### src/rtl/aux_retry_pkg.sv
package aux_retry_pkg;

  localparam logic [2:0] KIND_OK       = 3'd0;
  localparam logic [2:0] KIND_INVALID  = 3'd1;
  localparam logic [2:0] KIND_TIMEOUT  = 3'd2;

  localparam logic [3:0] REP_ACK      = 4'd0;
  localparam logic [3:0] REP_DEFER    = 4'd2;
  localparam logic [3:0] REP_SB_NACK  = 4'd3;
  localparam logic [3:0] REP_SB_DEFER = 4'd4;
  localparam logic [3:0] REP_SB_BUSY  = 4'd5;

  typedef enum logic [2:0] {
    ST_IDLE, ST_LAUNCH, ST_AWAIT, ST_PAUSE, ST_DONE
  } ctrl_state_e;

  // strobes from control to datapath
  typedef struct packed {
    logic clearAll;
    logic launch;
    logic commit;
    logic tickDown;
  } ctrl_strobe_t;

  // decision returned by the datapath for the outcome on the inputs
  typedef struct packed {
    logic finish;
    logic success;
    logic needWait;
  } verdict_t;

  function automatic int maxOf(input int a, input int b);
    return (a > b) ? a : b;
  endfunction

endpackage

### src/rtl/aux_retry_dp.sv
module aux_retry_dp
  import aux_retry_pkg::*;
#(
  parameter int LEN_W          = 5,
  parameter int DELAY_W        = 8,
  parameter int TIME_W         = 10,
  parameter int MAX_ATTEMPTS   = 7,
  parameter int ACK_LIMIT      = 7,
  parameter int DEFER_LIMIT    = 7,
  parameter int BUSY_LIMIT     = 7,
  parameter int INVALID_LIMIT  = 2,
  parameter int TIMEOUT_LIMIT  = 3,
  parameter int DEFER_TIME_MS  = 50,
  parameter int SHORT_WAIT_US  = 300,
  parameter int INVALID_WAIT_US = 400,
  parameter int US_PER_MS      = 1000
) (
  input  logic               clk,
  input  logic               rstN,
  input  ctrl_strobe_t       ctrl,
  input  logic               isWrite,
  input  logic [LEN_W-1:0]   reqLen,
  input  logic [DELAY_W-1:0] deferDelayMs,
  input  logic [DELAY_W-1:0] pollPeriodMs,
  input  logic [2:0]         outcomeKind,
  input  logic [3:0]         replyCode,
  input  logic [LEN_W-1:0]   bytesBack,
  output verdict_t           verdict,
  output logic               timerZero
);

  localparam int LIM_MAX = maxOf(maxOf(maxOf(MAX_ATTEMPTS, ACK_LIMIT), maxOf(DEFER_LIMIT, BUSY_LIMIT)),
                                 maxOf(INVALID_LIMIT, TIMEOUT_LIMIT));
  localparam int CNT_W   = $clog2(LIM_MAX + 1);
  localparam int WAIT_MAX = maxOf((2**DELAY_W - 1) * US_PER_MS, maxOf(SHORT_WAIT_US, INVALID_WAIT_US));
  localparam int WAIT_W  = $clog2(WAIT_MAX + 1);

  logic [CNT_W-1:0]  attemptCnt, ackCnt, deferCnt, busyCnt, invCnt, toCnt;
  logic [CNT_W-1:0]  ackN, deferN, busyN, invN, toN;
  logic [TIME_W-1:0] deferTime, deferTimeN;
  logic              deferSeen, deferSeenN;
  logic [WAIT_W-1:0] timer, waitLen, msWait;
  logic              fin, ok, fullRead;

  function automatic logic [TIME_W-1:0] satAdd(input logic [TIME_W-1:0] a,
                                               input logic [DELAY_W-1:0] b);
    logic [TIME_W:0] s;
    s = {1'b0, a} + (TIME_W+1)'(b);
    return s[TIME_W] ? '1 : s[TIME_W-1:0];
  endfunction

  assign fullRead = isWrite || (bytesBack == reqLen);
  assign msWait   = WAIT_W'(deferDelayMs) * WAIT_W'(US_PER_MS);

  always_comb begin
    ackN = ackCnt;  deferN = deferCnt;  busyN = busyCnt;
    invN = invCnt;  toN = toCnt;
    deferTimeN = deferTime;  deferSeenN = deferSeen;
    fin = 1'b0;  ok = 1'b0;  waitLen = '0;
    case (outcomeKind)
      KIND_OK: begin
        toN  = '0;
        invN = '0;
        case (replyCode)
          REP_ACK: begin
            if (fullRead) begin
              fin = 1'b1;
              ok  = 1'b1;
            end else begin
              ackN = ackCnt + 1'b1;
              if (ackN >= CNT_W'(ACK_LIMIT)) fin = 1'b1;
              else waitLen = WAIT_W'(SHORT_WAIT_US);
            end
          end
          REP_DEFER, REP_SB_DEFER, REP_SB_NACK: begin
            if (replyCode == REP_DEFER) begin
              deferN     = deferCnt + 1'b1;
              deferTimeN = satAdd(deferTime, pollPeriodMs);
            end
            if (replyCode != REP_SB_NACK) deferSeenN = 1'b1;
            if (deferN >= CNT_W'(DEFER_LIMIT) && deferTimeN >= TIME_W'(DEFER_TIME_MS)) begin
              fin = 1'b1;
            end else if (replyCode != REP_SB_NACK) begin
              waitLen    = msWait;
              deferTimeN = satAdd(deferTimeN, deferDelayMs);
            end
          end
          REP_SB_BUSY: begin
            deferN = '0;
            busyN  = busyCnt + 1'b1;
            if (busyN >= CNT_W'(BUSY_LIMIT)) fin = 1'b1;
          end
          default: fin = 1'b1;
        endcase
      end
      KIND_INVALID: begin
        invN = invCnt + 1'b1;
        if (invN >= CNT_W'(INVALID_LIMIT)) fin = 1'b1;
        else waitLen = WAIT_W'(INVALID_WAIT_US);
      end
      KIND_TIMEOUT: begin
        if (deferSeen) begin
          deferN = deferCnt + 1'b1;
          if (deferN >= CNT_W'(DEFER_LIMIT)) fin = 1'b1;
          else waitLen = msWait;
        end else begin
          toN = toCnt + 1'b1;
          if (toN >= CNT_W'(TIMEOUT_LIMIT)) fin = 1'b1;
        end
      end
      default: fin = 1'b1;
    endcase
    if (!fin && attemptCnt >= CNT_W'(MAX_ATTEMPTS)) fin = 1'b1;
  end

  assign verdict.finish   = fin;
  assign verdict.success  = ok;
  assign verdict.needWait = (waitLen != '0);
  assign timerZero        = (timer == '0);

  always_ff @(posedge clk) begin
    if (!rstN || ctrl.clearAll) begin
      attemptCnt <= '0;  ackCnt <= '0;  deferCnt <= '0;  busyCnt <= '0;
      invCnt <= '0;  toCnt <= '0;  deferTime <= '0;  deferSeen <= 1'b0;
      timer <= '0;
    end else begin
      if (ctrl.launch) attemptCnt <= attemptCnt + 1'b1;
      if (ctrl.commit) begin
        ackCnt <= ackN;  deferCnt <= deferN;  busyCnt <= busyN;
        invCnt <= invN;  toCnt <= toN;
        deferTime <= deferTimeN;  deferSeen <= deferSeenN;
        timer <= fin ? '0 : waitLen;
      end else if (ctrl.tickDown && timer != '0) begin
        timer <= timer - 1'b1;
      end
    end
  end

endmodule

### src/rtl/aux_retry_fsm.sv
module aux_retry_fsm
  import aux_retry_pkg::*;
(
  input  logic         clk,
  input  logic         rstN,
  input  logic         txnStart,
  input  logic         outcomeValid,
  input  logic         doneAck,
  input  logic         usTick,
  input  verdict_t     verdict,
  input  logic         timerZero,
  output ctrl_strobe_t ctrl,
  output logic         attemptGo,
  output logic         busy,
  output logic         done,
  output logic         pass,
  output logic         fail
);

  ctrl_state_e state, stateN;
  logic        passReg;

  always_comb begin
    ctrl.clearAll = (state == ST_IDLE) && txnStart;
    ctrl.launch   = (state == ST_LAUNCH);
    ctrl.commit   = (state == ST_AWAIT) && outcomeValid;
    ctrl.tickDown = (state == ST_PAUSE) && usTick;
  end

  always_comb begin
    stateN = state;
    case (state)
      ST_IDLE:   if (txnStart) stateN = ST_LAUNCH;
      ST_LAUNCH: stateN = ST_AWAIT;
      ST_AWAIT:  if (outcomeValid) begin
                   if (verdict.finish)        stateN = ST_DONE;
                   else if (verdict.needWait) stateN = ST_PAUSE;
                   else                       stateN = ST_LAUNCH;
                 end
      ST_PAUSE:  if (timerZero) stateN = ST_LAUNCH;
      ST_DONE:   if (doneAck) stateN = ST_IDLE;
      default:   stateN = ST_IDLE;
    endcase
  end

  always_ff @(posedge clk) begin
    if (!rstN) begin
      state   <= ST_IDLE;
      passReg <= 1'b0;
    end else begin
      state <= stateN;
      if (ctrl.commit && verdict.finish) passReg <= verdict.success;
    end
  end

  assign attemptGo = (state == ST_LAUNCH);
  assign busy      = (state != ST_IDLE) && (state != ST_DONE);
  assign done      = (state == ST_DONE);
  assign pass      = done && passReg;
  assign fail      = done && !passReg;

endmodule

### src/rtl/aux_retry_ctrl.sv
module aux_retry_ctrl
  import aux_retry_pkg::*;
#(
  parameter int LEN_W        = 5,
  parameter int DELAY_W      = 8,
  parameter int MAX_ATTEMPTS = 7,
  parameter int US_PER_MS    = 1000
) (
  input  logic               clk,
  input  logic               rstN,
  input  logic               txnStart,
  input  logic               isWrite,
  input  logic [LEN_W-1:0]   reqLen,
  input  logic [DELAY_W-1:0] deferDelayMs,
  input  logic [DELAY_W-1:0] pollPeriodMs,
  input  logic               usTick,
  input  logic               outcomeValid,
  input  logic [2:0]         outcomeKind,
  input  logic [3:0]         replyCode,
  input  logic [LEN_W-1:0]   bytesBack,
  input  logic               doneAck,
  output logic               attemptGo,
  output logic               busy,
  output logic               done,
  output logic               pass,
  output logic               fail
);

  ctrl_strobe_t ctrl;
  verdict_t     verdict;
  logic         timerZero;

  aux_retry_fsm u_fsm (
    .clk(clk), .rstN(rstN), .txnStart(txnStart), .outcomeValid(outcomeValid),
    .doneAck(doneAck), .usTick(usTick), .verdict(verdict), .timerZero(timerZero),
    .ctrl(ctrl), .attemptGo(attemptGo), .busy(busy), .done(done),
    .pass(pass), .fail(fail)
  );

  aux_retry_dp #(
    .LEN_W(LEN_W), .DELAY_W(DELAY_W), .MAX_ATTEMPTS(MAX_ATTEMPTS), .US_PER_MS(US_PER_MS)
  ) u_dp (
    .clk(clk), .rstN(rstN), .ctrl(ctrl), .isWrite(isWrite), .reqLen(reqLen),
    .deferDelayMs(deferDelayMs), .pollPeriodMs(pollPeriodMs),
    .outcomeKind(outcomeKind), .replyCode(replyCode), .bytesBack(bytesBack),
    .verdict(verdict), .timerZero(timerZero)
  );

endmodule

### config.mk
export PLATFORM = sky130hd
export DESIGN_NAME = aux_retry_ctrl
export DESIGN_NICKNAME = d
export VERILOG_FILES = /design/src/rtl/aux_retry_pkg.sv /design/src/rtl/aux_retry_dp.sv /design/src/rtl/aux_retry_fsm.sv /design/src/rtl/aux_retry_ctrl.sv
export SDC_FILE = /design/constraint.sdc
export NUM_CORES = 1
export LEC_CHECK = 0
export ABC_AREA = 0
export BUFFER_PORTS_ARGS = -buffer_cell sky130_fd_sc_hd__buf_4
export CELL_PAD_IN_SITES_DETAIL_PLACEMENT = 1
export CELL_PAD_IN_SITES_GLOBAL_PLACEMENT = 1
export CORE_ASPECT_RATIO = 0.75
export CORE_MARGIN = 4
export CORE_UTILIZATION = 40
export CTS_CLUSTER_DIAMETER = 120
export DETAILED_ROUTE_END_ITERATION = 8
export MAX_ROUTING_LAYER = met4
export PLACE_DENSITY = 0.75
export SETUP_SLACK_MARGIN = 0.5
export SYNTH_ARGS = -nofsm -noshare
export SYNTH_HDL_FRONTEND = slang
export SYNTH_SLANG_ARGS = --single-unit
### constraint.sdc
create_clock -name clk -period 8.05 [get_ports clk]
set_clock_uncertainty 0.05 [all_clocks]
set_input_delay 0.805 -clock clk [delete_from_list [all_inputs] [get_ports clk]]
set_output_delay 0.805 -clock clk [all_outputs]
set_load 0.05 [all_outputs]
* Word-level counts from Yosys, hierarchy flattened *
Index checks and enable logic that the tools add are counted.

word-level totals
  register bits after elaboration = 51
  latch bits = 0
  memory bits (writable) = 0
  ROM bits = 0
  bits of input ports = 40
  word-level logic and storage cells = 133
  memories = 0

operators by class
  add/sub/neg operators = 9
  $mul = 1
  div/mod/pow operators = 0
  order comparisons = 8
  equal/unequal tests = 20
  shift-type cells = 0
  muxes and demuxes = 49
  bitwise gates (word level) = 1
  reduce and logical (&&, ||, !) cells = 34

operator list
  cell                                                   count
  two-way mux 18 bit                                     8
  two-way mux 10 bit                                     7
  one-hot mux 18 bit (3 select lines)                    1
  one-hot mux 18 bit (2 select lines)                    1
  nonzero test 18 bit                                    2
  two-way mux 3 bit                                      10
  one-hot mux 3 bit (2 select lines)                     4
  adder 10 x 8 -> 11 bit                                 2
  adder 3 x 1 -> 3 bit (second input constant)           6
  zero test 18 bit                                       1
  two-way mux 9 bit                                      2
  subtractor 18 x 1 -> 18 bit (second input constant)    1
  AND reduction 4 bit                                    4
  >= comparator 3 bit (second input constant)            5
  multiplier 8 x 7 -> 15 bit (second input constant)     1
  one-hot mux 3 bit (5 select lines)                     1
  two-way mux 1 bit                                      12
  >= comparator 10 x 6 -> 1 bit (second input constant)  1
  logical AND 1 bit                                      10
  inequality test 2 bit (second input constant)          5
  equality test 3 x 2 -> 1 bit (second input constant)   3
  AND reduction 3 bit                                    3
  equality test 4 x 2 -> 1 bit (second input constant)   2
  equality test 4 x 3 -> 1 bit (second input constant)   2
  18 further kinds                                       28

* Logic depth before layout (Yosys ltp) *
  depth after elaboration = 16
  depth in mapped cells = 20

* Modules after synthesis *
A second synthesis with hierarchy kept.

second synthesis, totals
  cell total of the unflattened synthesis = 693
  area total of the unflattened synthesis = 5567.8 µm²

by module, submodules not included
  module         instances  cells an instance  area each (µm²)  sequential area each (µm²)
  aux_retry_dp   1          661                5297.6           940.9
  aux_retry_fsm  1          32                 270.3            80.1

* Worst setup path after synthesis *
OpenSTA, ideal clock, no wires.

  kind = input to register
  start point = input deferDelayMs[1]
  end point = register u_fsm.state[1]
  arrival = 4582 ps
  data required time = 7886 ps
  slack = 3304 ps
  cell stages on the path = 15
  path buffers = 0
  path through = fa_1 > inv_1 > fa_1 > fa_1 > inv_1 > fa_1 > ha_1 > nand2_1 > o21ai_0 > o31a_1 > a211oi_1 > o21ai_0 > xnor2_1 > nand4b_1 > a21o_1

between the ends
  word-level cells in the longest chain between the ends = 10
  elaborated cells on any way between the ends = 12
  classes of those cells = 1 x mul; 10 x mux; 1 x reduce/logical

RTL lines
  item                                     line                  RTL
  start, declared                          aux_retry_ctrl.sv:14  input logic [DELAY_W-1:0] deferDelayMs,
  multiplier 8 x 7 -> 15 bit (*)           aux_retry_dp.sv:53    assign msWait = WAIT_W'(deferDelayMs) * WAIT_W'(US_PER_MS);
  two-way mux 18 bit                       aux_retry_dp.sv:83    end else if (replyCode != REP_SB_NACK) begin
  two-way mux 18 bit                       aux_retry_dp.sv:81    if (deferN >= CNT_W'(DEFER_LIMIT) && deferTimeN >= TIME_W'(DEFER_TIME_MS)) begin
  one-hot mux 18 bit (2 select lines)      aux_retry_dp.sv:64    case (replyCode)
  one-hot mux 18 bit (3 select lines) (*)  aux_retry_dp.sv:60    case (outcomeKind)
  nonzero test 18 bit (*)                  aux_retry_dp.sv:118   assign verdict.needWait = (waitLen != '0);
  two-way mux 2 bit (*)                    aux_retry_fsm.sv:37   else if (verdict.needWait) stateN = ST_PAUSE;
  two-way mux 3 bit (*)                    aux_retry_fsm.sv:36   if (verdict.finish) stateN = ST_DONE;
  two-way mux 3 bit (*)                    aux_retry_fsm.sv:35   ST_AWAIT: if (outcomeValid) begin
  one-hot mux 3 bit (5 select lines) (*)   aux_retry_fsm.sv:32   case (state)
  end signal, assigned                     aux_retry_fsm.sv:51   state <= stateN;
  end, declared                            aux_retry_fsm.sv:20   ctrl_state_e state, stateN;

Every way passes the cells marked *; elsewhere a longest branch is shown, timed or not. The select of a mux whose other input is x is not followed.
A chain may end at the register's enable or synchronous reset.

* Worst setup path after layout *
  start point = input deferDelayMs[1]
  end point = register u_dp.timer[17]

between the ends
  word-level cells in the longest chain between the ends = 7
  elaborated cells on any way between the ends = 9
  classes of those cells = 1 x mul; 8 x mux

RTL lines
  item                                     line                 RTL
  multiplier 8 x 7 -> 15 bit (*)           aux_retry_dp.sv:53
  two-way mux 18 bit                       aux_retry_dp.sv:83
  two-way mux 18 bit                       aux_retry_dp.sv:81
  one-hot mux 18 bit (2 select lines)      aux_retry_dp.sv:64
  one-hot mux 18 bit (3 select lines) (*)  aux_retry_dp.sv:60
  two-way mux 18 bit (*)                   aux_retry_dp.sv:132  timer <= fin ? '0 : waitLen;
  two-way mux 18 bit (*)                   aux_retry_dp.sv:128  if (ctrl.commit) begin
  end signal, assigned                     aux_retry_dp.sv:132
  end signal, assigned                     aux_retry_dp.sv:134  timer <= timer - 1'b1;
  end, declared                            aux_retry_dp.sv:42   logic [WAIT_W-1:0] timer, waitLen, msWait;

Every way passes the cells marked *; elsewhere a longest branch is shown, timed or not.

==> results.cfg <==
[flow_run]
drv_cap = 0

[pwr]
power_switching_share_pct = 37.86
power_frac_seq_pct = 25.2
p_clk_share_pct = 27.6
p_comb_share_pct = 47.2
p_leak_nw = 2.704
power_switching_w = 0.0003888
p_total_w = 0.001027
power.density_nw_per_um2 = 165.0
ir_drop_v = 0.0001044
internal_power_w = 0.0006381

[synthesis]
synthFlopType = dfxtp_1
synth_cell_type_count = 71
synth_top_cell_by_area = dfxtp_1
yosys_warnings = 0
syn_nets = 833
ys_top_cells_by_area = dfxtp_1, ha_1, fa_1
synth-edff-count = 0
ys_seq_area_share_pct = 18.32
synth-seq-cells = 51
synth_area_um2 = 5573
synth_top_area_share_pct = 18.32
async_flop_share_pct = 0
synth.avg_cell_area_um2 = 7.894
synth_cells = 706

[finish]
synthToLayoutAreaGrowth_pct = 11.65
reg_top3 = u_dp.timer x18, u_dp.deferTime x10
final_cell_mix = nor2_1, inv_1, ha_1, nand2_1, dfxtp_1
largest-register = u_dp.timer
diodes = 0
multiInputGateArea_um2 = 4193
fill_cells = 1688
largest_reg_flops = 18
drive_above_1_share_pct = 8.832
mostFrequentLayoutCell = nor2_1
register_area_um2 = 1021
fin_cells = 911
nets = 862
final_util_pct = 45.56

[floorplanning]
dieArea_um2 = 15900
start_util_pct = 40.81
die_h_um = 110.2
die-width_um = 144.3
core_um2 = 13660
rows = 37
io_pins = 45

[clocking]
clkTransAtPathRegs_ns = 0.07
clk_latency_ns = 0.30
cts_tree = yes
cts.sinks = 51
holdBufCountCts = 0
htree_levels = 2
cts_root_buffer = clkbuf_16
cts_setup_buffers = 0
cts-resized-gates = 0
clock_path_buffers = 2
numCtsBuffers = 5

[placed_design]
portBuffers = 44
dp_hpwl_um = 12870
gp_congestion = 0.8199
dp.cells = 903

[critical_path]
end_kind = register
cp_max_fo = 8
cp.required_ns = 8.18
crit_arrival_ns = 5.06
worst-setup-path-type = input port to register
start_kind = input port

[timing]
holdWs_ns = 0.4314
maxSlewViolCount = 0
period_needed_ns = 4.928
rsz0062_at_grt = no
relSlewSlack_pct = 34.74
worst_pin_slew_ns = 0.9663
tns_ns = 0
max_freq_mhz = 202.9
setup_viol_count_final = 0
min_period_over_period_pct = 61.22
finalHoldViolations = 0

[route]
drt-pass1-iter-count = 4
drt-total-wl_um = 15960
drtAntennaViolNets = 0
drtIter0Drc = 191
num_vias = 5252
vias_per_cell = 5.765
drc_errors = 0
wl_per_cell_um = 17.52

[global_route]
grt_max_degree = 29
antenna_found_initial = 0
grt_usage_pct = 21.08
grt_pass1_wl_um = 26720
grt.overflow.total = 0
grt_pass1_vias = 5459

[hold_path]
min_path_type = register to register

[status]
outcome = complete, no violations
worst max-delay path, stage by stage:
cell and delay (ns):
buf_4 0.15, fa_1 0.54, inv_1 0.06, fa_1 0.50
fa_1 0.55, inv_1 0.05, fa_1 0.45, ha_1 0.36
nand2_1 0.09, o21ai_0 0.16, o31a_1 0.28, a211oi_1 0.31
o21ai_0 0.18, xnor2_1 0.24, nor2_1 0.08, o221a_2 0.25
synth_stat cells (4+ instances only):
cell	count
nor2_1	79
inv_1	66
ha_1	63
dfxtp_1	51
nand2_1	51
o21ai_0	40
a21oi_1	38
xnor2_1	30
nor3_1	25
fa_1	24
xor2_1	22
nand3_1	17
a211oi_1	13
clkbuf_1	13
a21o_1	10
a31oi_1	10
or3_1	9
buf_2	8
nor4_1	8
o2bb2ai_1	8
and3_1	7
nand4_1	7
nand2b_1	6
and2_1	5
mux2i_1	5
nor3b_1	5
o221ai_1	5
o41ai_1	5
nand4b_1	4
o211a_1	4
o211ai_1	4
o21ai_1	4
or4_1	4
cell families after synthesis:
kind of cell,share of synthesized area (%)
xor+xnor,8.172
flops,18.32
buf+inv,6.444
mux,1.100
simple gates,20.88
compound gates,22.14
fa+ha+maj,22.95
metrics by stage:
| step | area (µm²) | setup slack, ns |
|---|---|---|
| finish | 6222 | 3.122 |
| global route | 6222 | 2.763 |
| CTS | 6222 | 3.104 |
| detailed placement | 6033 | 2.803 |
| global placement | 6033 | 2.931 |
| floorplan | 5573 | 3.304 |
layout make-up:
class	count	area share, %
Timing Repair Buffer	47	5.671
Multi-Input combinational cell	564	67.38
Tap cell	175	3.519
Sequential cell	51	16.41
Clock buffer	6	2.071
Inverter	66	3.982
Clock inverter	2	0.9652
power by group through the flow:
stage / Sequential [W] / Combinational (W) / Clock [W]
after floorplan: 0.000262 / 0.000368 / 0
after global placement: 0.000265 / 0.000469 / 0
after detailed placement: 0.000265 / 0.000486 / 0
after CTS: 0.000259 / 0.000491 / 0.000285
after global routing: 0.000260 / 0.000554 / 0.000297
final: 0.000259 / 0.000484 / 0.000283
worst paths after layout:
path,start,end,slack [ns],cells after the start
max reg2reg,u_dp.deferTime[0]$_SDFFE_PP0P_,u_dp.deferTime[6]$_SDFFE_PP0P_,3.36,17
min reg2reg,u_dp.deferTime[0]$_SDFFE_PP0P_,u_dp.deferTime[0]$_SDFFE_PP0P_,0.43,2
max,deferDelayMs[1],u_dp.timer[17]$_SDFFE_PP0P_,3.12,16
min,u_dp.deferTime[0]$_SDFFE_PP0P_,u_dp.deferTime[0]$_SDFFE_PP0P_,0.43,2
routing by layer:
| layer | up-vias | GRT usage [%] | routed length [µm] |
|---|---|---|---|
| li1 | 2582 | - | - |
| met1 | 2592 | 28.21 | 7695 |
| met2 | 67 | 34.96 | 7697 |
| met3 | 11 | 2.674 | 469 |
| met4 | 0 | 3.529 | 101 |
| met5 | - | - | 0 |
No activity file was read; power rests on OpenSTA's default activity.
